[src/rtl/wrap_burst_pkg.sv]
package wrap_burst_pkg;
  typedef enum logic [1:0] {ST_IDLE, ST_REQ, ST_WAIT, ST_DONE} burst_st_e;

  // width code to log2 of beat bytes; code 3 folds onto 32-bit
  function automatic logic [1:0] width_log2(logic [1:0] code);
    return (code == 2'd3) ? 2'd2 : code;
  endfunction
endpackage

[src/rtl/wrap_burst_addr.sv]
module wrap_burst_addr #(
  parameter int ADDR_W  = 32,
  parameter int LINE_AW = 5
) (
  input  logic              clk_i,
  input  logic              rst_ni,
  input  logic              load_i,
  input  logic              adv_i,
  input  logic [ADDR_W-1:0] addr_i,
  input  logic [1:0]        wlog_i,
  output logic [ADDR_W-1:0] addr_o
);
  localparam int UP_W = ADDR_W - LINE_AW;

  logic [UP_W-1:0]    upper_q;
  logic [LINE_AW-1:0] off_q;
  logic [1:0]         wlog_q;
  logic [LINE_AW-1:0] align_mask;
  logic [LINE_AW-1:0] step;

  for (genvar i = 0; i < LINE_AW; i++) begin : g_mask
    assign align_mask[i] = (i >= int'(wlog_i));
  end

  assign step = {{(LINE_AW-1){1'b0}}, 1'b1} << wlog_q;

  always_ff @(posedge clk_i or negedge rst_ni) begin
    if (!rst_ni) begin
      upper_q <= '0;
      off_q   <= '0;
      wlog_q  <= '0;
    end else if (load_i) begin
      upper_q <= addr_i[ADDR_W-1:LINE_AW];
      off_q   <= addr_i[LINE_AW-1:0] & align_mask;
      wlog_q  <= wlog_i;
    end else if (adv_i) begin
      off_q   <= off_q + step;  // natural wrap inside the line
    end
  end

  assign addr_o = {upper_q, off_q};
endmodule

[src/rtl/wrap_burst_cnt.sv]
module wrap_burst_cnt #(
  parameter int LINE_BYTES = 32,
  parameter int CNT_W      = 6
) (
  input  logic       clk_i,
  input  logic       rst_ni,
  input  logic       load_i,
  input  logic       dec_i,
  input  logic [1:0] wlog_i,
  output logic       last_o
);
  localparam logic [CNT_W-1:0] FULL = CNT_W'(LINE_BYTES);

  logic [CNT_W-1:0] rem_q;

  always_ff @(posedge clk_i or negedge rst_ni) begin
    if (!rst_ni)      rem_q <= '0;
    else if (load_i)  rem_q <= FULL >> wlog_i;
    else if (dec_i)   rem_q <= rem_q - 1'b1;
  end

  assign last_o = (rem_q == CNT_W'(1));
endmodule

[src/rtl/wrap_burst_ctrl.sv]
module wrap_burst_ctrl
  import wrap_burst_pkg::*;
(
  input  logic clk_i,
  input  logic rst_ni,
  input  logic start_i,
  input  logic done_i,
  input  logic last_i,
  output logic load_o,
  output logic adv_o,
  output logic req_o,
  output logic lock_o,
  output logic fin_o
);
  burst_st_e st_q, st_d;

  always_comb begin
    st_d   = st_q;
    load_o = 1'b0;
    adv_o  = 1'b0;
    unique case (st_q)
      ST_IDLE: if (start_i) begin
        load_o = 1'b1;
        st_d   = ST_REQ;
      end
      ST_REQ:  st_d = ST_WAIT;
      ST_WAIT: if (done_i) begin
        if (last_i) st_d = ST_DONE;
        else begin
          adv_o = 1'b1;
          st_d  = ST_REQ;
        end
      end
      ST_DONE: st_d = ST_IDLE;
      default: st_d = ST_IDLE;
    endcase
  end

  always_ff @(posedge clk_i or negedge rst_ni) begin
    if (!rst_ni) st_q <= ST_IDLE;
    else         st_q <= st_d;
  end

  assign req_o  = (st_q == ST_REQ);
  assign lock_o = (st_q == ST_REQ) || (st_q == ST_WAIT);
  assign fin_o  = (st_q == ST_DONE);
endmodule

[src/rtl/wrap_burst_seq.sv]
module wrap_burst_seq
  import wrap_burst_pkg::*;
#(
  parameter int ADDR_W     = 32,
  parameter int LINE_BYTES = 32
) (
  input  logic              clk_i,
  input  logic              rst_ni,
  input  logic              start_i,
  input  logic [ADDR_W-1:0] start_addr_i,
  input  logic [1:0]        width_i,
  input  logic              beat_done_i,
  output logic              beat_req_o,
  output logic [ADDR_W-1:0] beat_addr_o,
  output logic              bus_lock_o,
  output logic              burst_done_o
);
  localparam int LINE_AW = $clog2(LINE_BYTES);
  localparam int CNT_W   = LINE_AW + 1;

  logic       load, adv, last;
  logic [1:0] wlog;

  assign wlog = width_log2(width_i);

  wrap_burst_ctrl u_ctrl (
    .clk_i  (clk_i),
    .rst_ni (rst_ni),
    .start_i(start_i),
    .done_i (beat_done_i),
    .last_i (last),
    .load_o (load),
    .adv_o  (adv),
    .req_o  (beat_req_o),
    .lock_o (bus_lock_o),
    .fin_o  (burst_done_o)
  );

  wrap_burst_addr #(.ADDR_W(ADDR_W), .LINE_AW(LINE_AW)) u_addr (
    .clk_i (clk_i),
    .rst_ni(rst_ni),
    .load_i(load),
    .adv_i (adv),
    .addr_i(start_addr_i),
    .wlog_i(wlog),
    .addr_o(beat_addr_o)
  );

  wrap_burst_cnt #(.LINE_BYTES(LINE_BYTES), .CNT_W(CNT_W)) u_cnt (
    .clk_i (clk_i),
    .rst_ni(rst_ni),
    .load_i(load),
    .dec_i (adv),
    .wlog_i(wlog),
    .last_o(last)
  );
endmodule

[config.mk]
export PLATFORM = sky130hd
export DESIGN_NAME = wrap_burst_seq
export DESIGN_NICKNAME = d
export VERILOG_FILES = /design/src/rtl/wrap_burst_pkg.sv /design/src/rtl/wrap_burst_addr.sv /design/src/rtl/wrap_burst_cnt.sv /design/src/rtl/wrap_burst_ctrl.sv /design/src/rtl/wrap_burst_seq.sv
export SDC_FILE = /design/constraint.sdc
export NUM_CORES = 1
export LEC_CHECK = 0
export CORE_MARGIN = 8
export CORE_UTILIZATION = 45
export DETAILED_ROUTE_END_ITERATION = 16
export PLACE_DENSITY = 0.82
export SKIP_CTS_REPAIR_TIMING = 1
export SYNTH_ARGS = -nofsm -noshare
export SYNTH_HDL_FRONTEND = slang
export SYNTH_SLANG_ARGS = --single-unit
[constraint.sdc]
create_clock -name clk_i -period 2.68 [get_ports clk_i]
set_clock_uncertainty 0.2 [all_clocks]
set_input_delay 0.402 -clock clk_i [delete_from_list [all_inputs] [get_ports clk_i]]
set_output_delay 0.402 -clock clk_i [all_outputs]
set_load 0.005 [all_outputs]
# == After elaboration in Yosys (flattened, before gate mapping) ==
# Index checks and enable logic that the tools add are counted.
# classes
n_addsub,2
multipliers,0
n_div,0
magnitude_cmp,3
n_eq_ne,7
shifts,2
muxes,14
bitwise,1
reduce_logical,4
# ops
operator,count
$mux W6,2
$mux W5,2
$mux W2,4
$pmux W2 S4,1
$eq A2 B2 Y1 const B,3
$eq A6 B1 Y1 const B,1
$shr A6 B2 Y6 const A,1
$sub A6 B1 Y6 const B,1
$add A5 B5 Y5,1
$and A5 B5 Y5,1
$mux W1,5
$shl A1 B2 Y5 const A,1
$ge A1 B2 Y1 const A,2
$ne A2 B2 Y1 const B,2
$eq A2 B1 Y1 const B,1
$ge A2 B2 Y1 const A,1
$logic_not A2 Y1,1
$reduce_and A2 Y1,1
$reduce_bool A2 Y1,1
$logic_or A1 B1 Y1,1
# word_totals
regBits,42
latchBits,0
ramBits,0
romBits,0
output_inout_bits,35
word_cells,38
memories,0

# == Longest topological paths before layout ==
# depth
ltp_word,6
ltp_mapped,8
ltp_nobuf,8

# == Modules after synthesis ==
# From an unflattened synthesis, not the netlist that was laid out.
# unflattened
cells_unflattened,169
hier_area_um2,2087.0
# modules_own_cells
mod,n_inst,cells_per_inst,area_per_inst_um2,seq_area_each_um2
wrap_burst_addr,1,105,1496.4,850.8
wrap_burst_cnt,1,40,369.1,150.1
wrap_burst_ctrl,1,22,211.5,50.0
wrap_burst_seq,1,2,10.0,0.0

# == Least setup slack after synthesis ==
# OpenSTA, ideal clock, no wires.
# synth_path
path_kind,reg-to-reg
start,register u_addr.wlog_q[0]
end,register u_addr.off_q[4]
setup_time_ns,0.132
t_arrival_ns,1.777
required_ns,2.348
path_slack_ns,0.571
path_stages_with_launch,9
path_buffers,0
path_cell_list,dfrtp_1 nor2_1 ha_1 inv_1 fa_1 nand2b_1 a21oi_1 o21ai_0 or3b_1
# synth_between
elab_chain_cells,4
# synth_rtl
item,line,source
"start, declared",wrap_burst_addr.sv:17,logic [1:0] wlog_q;
"start signal, assigned",wrap_burst_addr.sv:35,wlog_q <= wlog_i;
$shl A1 B2 Y5,wrap_burst_addr.sv:25,"assign step = {{(LINE_AW-1){1'b0}}, 1'b1} << wlog_q;"
$add A5 B5 Y5,wrap_burst_addr.sv:37,off_q <= off_q + step;
$mux W5,wrap_burst_addr.sv:36,end else if (adv_i) begin
$mux W5,wrap_burst_addr.sv:32,end else if (load_i) begin
"end signal, assigned",wrap_burst_addr.sv:34,off_q <= addr_i[LINE_AW-1:0] & align_mask;
"end signal, assigned",wrap_burst_addr.sv:37,
"end, declared",wrap_burst_addr.sv:16,logic [LINE_AW-1:0] off_q;
# Every way passes these cells. The select of a mux whose other input is x is not followed.
# A chain may end at the register's enable or synchronous reset.

# == Final worst setup path ==
# layout_path
start,register u_ctrl.st_q[0]
end,output bus_lock_o
# layout_between
elab_chain_cells,2
word_cells_on_any_way,3
# layout_rtl
item,line,source
"start, declared",wrap_burst_ctrl.sv:15,"burst_st_e st_q, st_d;"
"start signal, assigned",wrap_burst_ctrl.sv:41,else st_q <= st_d;
$eq A2 B1 Y1 or $eq A2 B2 Y1 (tied branches),wrap_burst_ctrl.sv:45,assign lock_o = (st_q == ST_REQ) || (st_q == ST_WAIT);
$logic_or A1 B1 Y1 *,wrap_burst_ctrl.sv:45,
"end, declared",wrap_burst_seq.sv:15,"output logic bus_lock_o,"
# Mark *: on every way between the ends. The rest lies on a longest branch, timed or not.

==> impl_metrics.ini <==
[floorplan]
die-area_sq_mm = 0.00696
core-area_sq_mm = 0.00438
die_h_um = 83.4
dieWidth_um = 83.4
io_pins = 73
rows = 24
start_util = 0.467

[layout]
regArea_sq_mm = 0.00105
diodes = 0
post-route-util = 0.668
multi_input_area_sq_um = 931
area_delta_synth_final_pct = 43.1
fill_cells = 348
drive_gt1_frac = 0.0795
fin_nets = 351

[placed_design]
port_buffers = 72
dp_hpwl_um = 3710
place_congestion = 0.814

[drt]
route.detailed.drc = 0
drtIter0Drc = 47
vias_per_cell = 4.76
wirelength_um = 4870
vias = 1686
first_pass_iters = 4
wire_per_inst_um = 13.8
postRouteAntennaNets = 0

[global_route]
grt_pass1_wl_um = 8310
grtUsageTotal = 0.144
antenna_found_initial = 0
grt_max_degree = 43
overflow = 0
grt_pass1_vias = 1839

[yosys]
synthesis.nets = 275
synthesis.area_sq_mm = 0.00205
syn-instance-count = 225
syn_avg_cell_area_sq_um = 9.10
async_flop_share = 1.00
synth_edf_count = 0
ys_seq_area_frac = 0.513
netlist.top_cell.by_area = dfrtp_1
netlist.area_leader.share = 0.513
ys_top_cells_by_area = dfrtp_1 51%, nand2_1 17%, ha_1 6.7%, nor2_1 2.0%, mux2i_1 2.0%
ys.flop_type = dfrtp_1
synth_seq_cells = 42
synth_cell_types = 36
yosysWarnings = 0

[cts]
clockBufferDepth = 2
clk_pin_slew_ns = 0.08
cts_root_buf = clkbuf_8
cts_tree = done
clk_latency_ns = 0.30
htreeDepth = 2
numCtsBuffers = 5
clkSinkCount = 42

[power_and_ir_drop]
power_density_mw_per_mm2 = 1060
p_leak_uw = 0.00138
power_uw = 3110
ir_worst_vdd_v = 0.000582

[critical_path]
crit_type = flop to output pin
reg2reg_slack_ns = 0.46
crit_fanout = 5
critPathLaunchType = flop
required_ns = 2.08
crit_arrival_ns = 1.62
worst_setup_path_end_kind = output pin

[sta]
period_minus_slack_ns = 2.22
finalMaxSlewViolations = 0
timing.setup.tns_ns = 0
clock.fmax_ghz = 0.450
rsz0062_at_grt = false
setup_viol = 0
fin_crit_sh = 0.830
worst_pin_slew_ns = 0.920
hold_viol_final = 0
slew_headroom = 0.386

[run_status]
status = finished, final reports clean

[job]
maxCapViolCount = 0

[min_path]
hold_class = primary input to async pin
==> layout make-up <==
class,instances,share of cell area
Sequential cell,42,0.359
Multi-Input combinational cell,166,0.318
Timing Repair Buffer,77,0.257
Clock buffer,6,0.0282
Tap cell,52,0.0222
Inverter,9,0.0115
Clock inverter,2,0.00427
==> critical path, cell delays in order (launching register included) <==
cell	delay, ns
dfrtp_1	0.43
inv_1	0.10
ha_1	0.28
clkdlybuf4s50_1	0.51
==> sequential cells by signal, indices dropped and copies added (netlist names) <==
register / flops
u_addr.off_q: 5
u_addr.upper_q: 27
u_ctrl.st_q: 2
u_cnt.rem_q: 6
u_addr.wlog_q: 2
==> through the flow <==
step | hold WS [ns] | std cells | setup slack (ns) | cell area [sq um]
finish | 0.0298 | 354 | 0.456 | 2930
global placement | 0.257 | 346 | 0.511 | 2830
global route | 0.115 | 354 | 0.329 | 2930
detailed placement | 0.261 | 346 | 0.456 | 2830
floorplan | -0.0936 | 225 | 0.571 | 2050
CTS | 0.0696 | 354 | 0.433 | 2930
==> power breakdown <==
part           leakage (uW)  switching, uW  internal [uW]
Clock             0.0000472            221            207
Combinational      0.000815            683            860
Sequential         0.000523            211            929
==> cells in the mapped netlist (3+ instances only) <==
| cell type | n |
|---|---|
| nand2_1 | 91 |
| dfrtp_1 | 42 |
| ha_1 | 11 |
| nor2_1 | 11 |
| inv_1 | 9 |
| a21oi_1 | 7 |
| clkbuf_1 | 5 |
| mux2i_1 | 4 |
| o21ai_0 | 4 |
| o21ai_1 | 4 |
| nand2b_1 | 3 |
| nand3_1 | 3 |
| xnor2_1 | 3 |
==> routing by layer <==
metal  wire (um)  global-route usage
met4         108              0.0675
met3         312              0.0527
met5           0                   0
met1        2030               0.153
met2        2420               0.246
==> layout by cell type, fill, tap and decap left out, types with 4 or more instances in the layout <==
| cell type | instances |
|---|---|
| nand2_1 | 91 |
| dfrtp_1 | 42 |
| a21oi_1 | 7 |
| clkbuf_8 | 6 |
| ha_1 | 11 |
| o21ai_0 | 4 |
| buf_4 | 5 |
| o21ai_1 | 4 |
| inv_1 | 9 |
| nor2_1 | 11 |
| mux2i_1 | 4 |
| clkdlybuf4s50_1 | 71 |
==> kinds of logic (layout without fill, tap and decap cells) <==
logic type / count (synthesis) / count (layout) / synth area share
adders and majority gates: 12 / 12 / 0.0770
DFF: 42 / 42 / 0.513
AOI/OAI and AO/OA: 23 / 23 / 0.0764
and+or+nand+nor: 122 / 122 / 0.257
muxes: 5 / 5 / 0.0269
buffers and inverters: 17 / 94 / 0.0318
xor gates and xnor gates: 4 / 4 / 0.0171
==> path summary, 6_finish.rpt <==
check	from	to	cells past startpoint
setup reg to reg	u_addr.wlog_q[0]	u_addr.off_q[4]	8
setup / recovery	u_ctrl.st_q[0]	bus_lock_o	3
min in group clk_i	u_addr.upper_q[4]	u_addr.upper_q[4]	2
hold / removal	rst_ni	u_addr.wlog_q[1]	1
hold reg to reg	u_addr.upper_q[4]	u_addr.upper_q[4]	2
max in group asynchronous	rst_ni	u_addr.upper_q[15]	1
Power figures use the tool's default switching activity.
